### src/rtl/strip_pkg.sv
package strip_pkg;

  typedef enum logic [0:0] {
    ST_IDLE = 1'b0,
    ST_RUN  = 1'b1
  } stripState_e;

  typedef struct packed {
    logic loadJob;   // capture a new job and its first strip
    logic takeRem;   // first strip is the odd remainder
    logic takeFull;  // next strip is a full MVL strip
    logic advance;   // current strip completed, move base on
  } stripCtrl_t;

endpackage

### src/rtl/strip_dp.sv
module strip_dp
  import strip_pkg::*;
#(
  parameter int MVL   = 64,
  parameter int LEN_W = 16
) (
  input  logic                     clk,
  input  logic                     rst_n,
  input  stripCtrl_t               ctrl,
  input  logic [LEN_W-1:0]         vecLen,
  output logic [$clog2(MVL):0]     stripVl,
  output logic [LEN_W-1:0]         stripBase,
  output logic                     remNz,
  output logic                     fullNz,
  output logic                     moreFull
);

  localparam int LOG    = $clog2(MVL);
  localparam int VL_W   = LOG + 1;
  localparam int FULL_W = LEN_W - LOG;
  localparam logic [VL_W-1:0] VL_MAX = VL_W'(MVL);

  logic [LOG-1:0]    remPart;
  logic [FULL_W-1:0] fullPart;
  logic [FULL_W-1:0] fullLeft;
  logic [VL_W-1:0]   vlReg;
  logic [LEN_W-1:0]  baseReg;

  assign remPart  = vecLen[LOG-1:0];
  assign fullPart = vecLen[LEN_W-1:LOG];
  assign remNz    = (remPart != '0);
  assign fullNz   = (fullPart != '0);
  assign moreFull = (fullLeft != '0);

  always_ff @(posedge clk) begin
    if (!rst_n) begin
      vlReg    <= '0;
      baseReg  <= '0;
      fullLeft <= '0;
    end else if (ctrl.loadJob) begin
      baseReg <= '0;
      if (ctrl.takeRem) begin
        vlReg    <= {1'b0, remPart};
        fullLeft <= fullPart;
      end else if (ctrl.takeFull) begin
        vlReg    <= VL_MAX;
        fullLeft <= fullPart - FULL_W'(1);
      end else begin
        vlReg    <= '0;
        fullLeft <= '0;
      end
    end else if (ctrl.advance) begin
      baseReg <= baseReg + LEN_W'(vlReg);
      if (ctrl.takeFull) begin
        vlReg    <= VL_MAX;
        fullLeft <= fullLeft - FULL_W'(1);
      end
    end
  end

  assign stripVl   = vlReg;
  assign stripBase = baseReg;

  // The full-strip counter only decrements while it still has strips left.
  AST_NO_UNDERFLOW: assert property (@(posedge clk) disable iff (!rst_n)
    (ctrl.advance && ctrl.takeFull) |-> moreFull)
    else $error("full strip taken with none left");

endmodule

### src/rtl/strip_ctrl.sv
module strip_ctrl
  import strip_pkg::*;
(
  input  logic       clk,
  input  logic       rst_n,
  input  logic       start,
  input  logic       stripDone,
  input  logic       remNz,
  input  logic       fullNz,
  input  logic       moreFull,
  output stripCtrl_t ctrl,
  output logic       stripValid,
  output logic       allDone
);

  stripState_e state, stateNxt;
  logic        validNxt, doneNxt;
  logic        anyStrip;

  assign anyStrip = remNz | fullNz;

  always_comb begin
    ctrl     = '0;
    stateNxt = state;
    validNxt = stripValid;
    doneNxt  = allDone;
    unique case (state)
      ST_IDLE: begin
        if (start) begin
          ctrl.loadJob  = 1'b1;
          ctrl.takeRem  = remNz;
          ctrl.takeFull = !remNz && fullNz;
          validNxt      = anyStrip;
          doneNxt       = !anyStrip;
          stateNxt      = anyStrip ? ST_RUN : ST_IDLE;
        end
      end
      ST_RUN: begin
        if (stripDone) begin
          ctrl.advance  = 1'b1;
          ctrl.takeFull = moreFull;
          if (!moreFull) begin
            validNxt = 1'b0;
            doneNxt  = 1'b1;
            stateNxt = ST_IDLE;
          end
        end
      end
      default: stateNxt = ST_IDLE;
    endcase
  end

  always_ff @(posedge clk) begin
    if (!rst_n) begin
      state      <= ST_IDLE;
      stripValid <= 1'b0;
      allDone    <= 1'b0;
    end else begin
      state      <= stateNxt;
      stripValid <= validNxt;
      allDone    <= doneNxt;
    end
  end

  AST_VALID_DONE_EXCL: assert property (@(posedge clk) disable iff (!rst_n)
    !(stripValid && allDone))
    else $error("valid and done together");

  AST_EMPTY_JOB_DONE: assert property (@(posedge clk) disable iff (!rst_n)
    (state == ST_IDLE && start && !remNz && !fullNz) |=> (allDone && !stripValid))
    else $error("empty job did not finish at once");

  AST_IDLE_DONE_HOLD: assert property (@(posedge clk) disable iff (!rst_n)
    (!stripValid && allDone && !start) |=> allDone)
    else $error("done dropped without start");

endmodule

### src/rtl/strip_seq.sv
module strip_seq
  import strip_pkg::*;
#(
  parameter int MVL   = 64,
  parameter int LEN_W = 16
) (
  input  logic                 clk,
  input  logic                 rst_n,
  input  logic                 start,
  input  logic [LEN_W-1:0]     vecLen,
  input  logic                 stripDone,
  output logic [$clog2(MVL):0] stripVl,
  output logic [LEN_W-1:0]     stripBase,
  output logic                 stripValid,
  output logic                 allDone
);

  localparam int VL_W = $clog2(MVL) + 1;
  localparam logic [VL_W-1:0] VL_MAX = VL_W'(MVL);

  stripCtrl_t ctrl;
  logic       remNz, fullNz, moreFull;

  strip_ctrl i_ctrl (
    .clk        (clk),
    .rst_n      (rst_n),
    .start      (start),
    .stripDone  (stripDone),
    .remNz      (remNz),
    .fullNz     (fullNz),
    .moreFull   (moreFull),
    .ctrl       (ctrl),
    .stripValid (stripValid),
    .allDone    (allDone)
  );

  strip_dp #(.MVL(MVL), .LEN_W(LEN_W)) i_dp (
    .clk       (clk),
    .rst_n     (rst_n),
    .ctrl      (ctrl),
    .vecLen    (vecLen),
    .stripVl   (stripVl),
    .stripBase (stripBase),
    .remNz     (remNz),
    .fullNz    (fullNz),
    .moreFull  (moreFull)
  );

  AST_VL_RANGE: assert property (@(posedge clk) disable iff (!rst_n)
    stripValid |-> (stripVl != '0 && stripVl <= VL_MAX))
    else $error("strip length out of range");

  AST_LATER_FULL: assert property (@(posedge clk) disable iff (!rst_n)
    (stripValid && $past(stripValid && stripDone)) |-> (stripVl == VL_MAX))
    else $error("later strip not full");

  AST_BASE_STEP: assert property (@(posedge clk) disable iff (!rst_n)
    $past(stripValid && stripDone) |-> (stripBase == $past(stripBase) + LEN_W'($past(stripVl))))
    else $error("base did not step by strip length");

  AST_HOLD_WAIT: assert property (@(posedge clk) disable iff (!rst_n)
    (stripValid && !stripDone) |=> (stripValid && $stable(stripVl) && $stable(stripBase)))
    else $error("strip changed without completion");

  AST_BUSY_START: assert property (@(posedge clk) disable iff (!rst_n)
    (stripValid && start && !stripDone) |=> (stripValid && $stable(stripBase)))
    else $error("start disturbed running job");

  AST_IDLE_DONE_PULSE: assert property (@(posedge clk) disable iff (!rst_n)
    (!stripValid && !start) |=> ($stable(stripBase) && !stripValid))
    else $error("idle completion pulse had effect");

endmodule

### config.mk
export PLATFORM = sky130hd
export DESIGN_NAME = strip_seq
export DESIGN_NICKNAME = d
export VERILOG_FILES = /design/src/rtl/strip_pkg.sv /design/src/rtl/strip_dp.sv /design/src/rtl/strip_ctrl.sv /design/src/rtl/strip_seq.sv
export SDC_FILE = /design/constraint.sdc
export NUM_CORES = 1
export LEC_CHECK = 0
export CAP_MARGIN = 20
export CORE_ASPECT_RATIO = 0.5
export CORE_UTILIZATION = 39
export DETAILED_ROUTE_END_ITERATION = 6
export DONT_BUFFER_PORTS = 1
export PLACE_DENSITY = 0.61
export SYNTH_ARGS = -nofsm -noshare
export SYNTH_HDL_FRONTEND = slang
export SYNTH_SLANG_ARGS = --single-unit
### constraint.sdc
create_clock -name clk -period 1.95 [get_ports clk]
set_input_delay 0.0975 -clock clk [delete_from_list [all_inputs] [get_ports clk]]
set_output_delay 0.0975 -clock clk [all_outputs]
set_load 0.05 [all_outputs]
==> out/qor.yml <==
status: "finished, violations left"
violations: "setup timing"
highest_layer: "met4"
ys_seq_area_frac: 0.327
vias: 2155
wl_met2_um: 2780
avgSynthCellArea_um2: 8.52
finalCriticalPeriod_ns: 1.97
wl_per_cell_um: 16.2
drive_gt1_frac: 0.287
synth_area_leader_cell: "dfxtp_1"
synth_ff_type: "dfxtp_1"
drc: 0
pre_cts_ws_ns: -0.0808
dpl_cell_area_um2: 2540
p_total_mw: 2.08
grt_pass1_wl_um: 9420
maxCapViolCount: 0
hold_ws_ns: 0.0111
finalCritPeriodShare: 1.01
cts_tree: "built"
grt_pass1_vias: 2016
cts_buffers: 5
std_cell_rows: 18
clk_path_buf_depth: 2
core_um2: 5180
diodes: 0
cp_slowest_cell: "fa_2"
relSlewSlack: 0.661
port_buffers: 0
fin_nets: 338
fin_worst_skew_ns: 0.00709
drt_iter0_markers: 119
syn_inst: 259
vias_per_cell: 5.72
synth_edf_count: 0
crit_chain: "ha_4 -> fa_2 -> a211oi_4 -> o21bai_1 -> a21oi_2 -> buf_4 -> and4_1 -> a311o_1"
die_h_um: 55.2
power_density_nw_per_um2: 719
synth.top_cell.area_share: 0.327
die_w_um: 108
dieArea_um2: 5980
grtUsageTotal: 0.212
grt_max_degree: 18
clk_pin_slew_ns: 0.06
fmax_mhz: 508
initial_core_util: 0.426
clkLatencyLatePin_ns: 0.28
setup_viol: 1
placed_cells: 354
p_leak_nw: 1.10
antenna_found_initial: 0
overflow: 0
hold_path_class: "input port to flip-flop"
io_pins: 45
arrival_ns: 2.19
cp_max_fo: 3
synth_area_leaders: "dfxtp_1 33%, xnor2_1 6.0%, ha_1 5.7%"
cts.htree.levels: 2
rsz0062_at_grt: "yes"
worstPathRequired_ns: 2.18
ys_warn_count: 0
synthesis.nets: 290
critPathMaxStageDelay_ns: 0.39
final_design_area_no_fill_um2: 2890
wirelength_um: 6100
dp_hpwl_um: 4430
crit_type: "flip-flop to flip-flop"
ir_drop_uv: 339
ant_nets: 0
reg2reg_slack_ns: -0.02
hold_viol: 0
worst_slew_pin_slew_ns: 0.509
synth.distinct_cells: 53
cts-root-buf: "clkbuf_16"
drt_pass1_iterations: 4
crit_path_end_kind: "flip-flop"
cp-start-kind: "flip-flop"
finalMaxSlewViolations: 0
synthArstFlopShare: 0
area_growth_syn_to_layout_pct: 30.9
fin_cells: 377
synth_area_um2: 2210
final.setup.worst_slack_ns: -0.0176
met3_length_um: 331
met1_length_um: 2910
clock_sinks: 36
gp_congestion: 0.806
ys_ff_latch: 36
[final cells by class]
type | count | area (um2)
multi-input combinational | 203 | 1490
fill | 477 | 2290
clock inverter | 1 | 5.00
sequential | 36 | 731
tap | 70 | 87.6
timing repair buffer | 53 | 419
clock buffer | 6 | 129
inverter | 8 | 30.0
[flip-flops by register name (all words and copies together), names as in the netlist]
register and cells:
i_ctrl.allDone 1, i_dp.stripBase 16, i_ctrl.stripValid 1, i_dp.fullLeft 10
i_dp.stripVl 7, i_ctrl.state 1
[timing repair]
item / in CTS / in global routing
hold buffers: 7 / 0
cloned: 0 / 0
endpoints found under the hold margin: 9 / 0
buffers inserted: 7 / 2
resized for setup: 11 / 8
endpoints found under the setup margin: 14 / 19
pin swaps: 4 / 7
[layer usage]
layer / vias to the layer above / track usage
met4: 0 / 0.0631
li1: 1071 / -
met5: - / 0
met2: 52 / 0.372
met1: 1023 / 0.263
met3: 9 / 0.0585
[where the power goes]
part / leakage (nW) / total, mW / switching, mW / internal, mW
sequential: 0.297 / 0.832 / 0.0547 / 0.778
combinational: 0.736 / 0.476 / 0.273 / 0.204
clock: 0.0667 / 0.767 / 0.303 / 0.464
[placed cells by master, fill, tap and decap left out, drive strengths merged, types with 2 or more instances in the layout]
cell type / synthesis / final
a211o: 4 / 4
a211oi: 7 / 7
a21o: 4 / 4
a21oi: 15 / 15
a22oi: 6 / 6
and2: 3 / 3
and4: 2 / 2
buf: 5 / 46
clkbuf: 7 / 6
dfxtp: 36 / 36
dlygate4sd3: 0 / 7
ha: 10 / 10
inv: 8 / 8
mux2i: 4 / 4
nand2: 18 / 18
nand3: 8 / 8
nand4: 6 / 6
nor2: 27 / 27
nor2b: 2 / 2
nor3: 13 / 13
nor4: 5 / 5
nor4b: 2 / 2
o211ai: 3 / 3
o21a: 2 / 2
o21ai: 8 / 8
o21bai: 2 / 2
o22ai: 5 / 5
o311a: 2 / 2
o311ai: 2 / 2
or3: 5 / 5
or4: 6 / 6
or4b: 2 / 2
xnor2: 15 / 15
xor2: 3 / 3
[worst paths after layout]
| kind | start | endpoint | cells after the start |
|---|---|---|---|
| setup / recovery | i_dp.stripVl[0] | i_dp.stripBase[6] | 8 |
| hold / removal | rst_n | i_dp.fullLeft[1] | 2 |
| setup reg to reg | i_dp.stripVl[0] | i_dp.stripBase[6] | 8 |
| hold reg to reg | i_dp.fullLeft[1] | i_dp.fullLeft[1] | 2 |
[logic make-up after synthesis]
group	share of synthesized area
AO/OA/AOI/OAI	0.227
flip-flops	0.327
buffers and inverters	0.0357
XOR/XNOR	0.0715
AND/OR/NAND/NOR	0.255
adder cells (fa/ha/maj)	0.0658
multiplexers	0.0182
[synth_stat cells, types with 5 or more instances]
master,count
nand4_1,6
clkbuf_1,7
nor2_1,26
or4_1,5
xnor2_1,15
nand3_1,8
ha_1,10
a211oi_1,7
nor3_1,12
o21ai_0,8
a21oi_1,14
a22oi_1,6
inv_1,8
dfxtp_1,36
or3_1,5
o22ai_1,5
nand2_1,18
[critical path: cells and delay by family, from the launching register on]
family          cells  cell delay, ns
compound gates      4            0.72
fa+ha+maj           2            0.56
buf+inv             1            0.12
flops               1            0.33
simple gates        1            0.18
[per-stage QoR]
stage | util | TNS, ns
after global placement | 0.490 | 0
after CTS | 0.547 | -0.0660
after global routing | 0.557 | -0.366
after detailed placement | 0.490 | -0.444
final | 0.557 | -0.0176
after floorplan | - | -0.0480
Power figures use the tool's default switching activity.
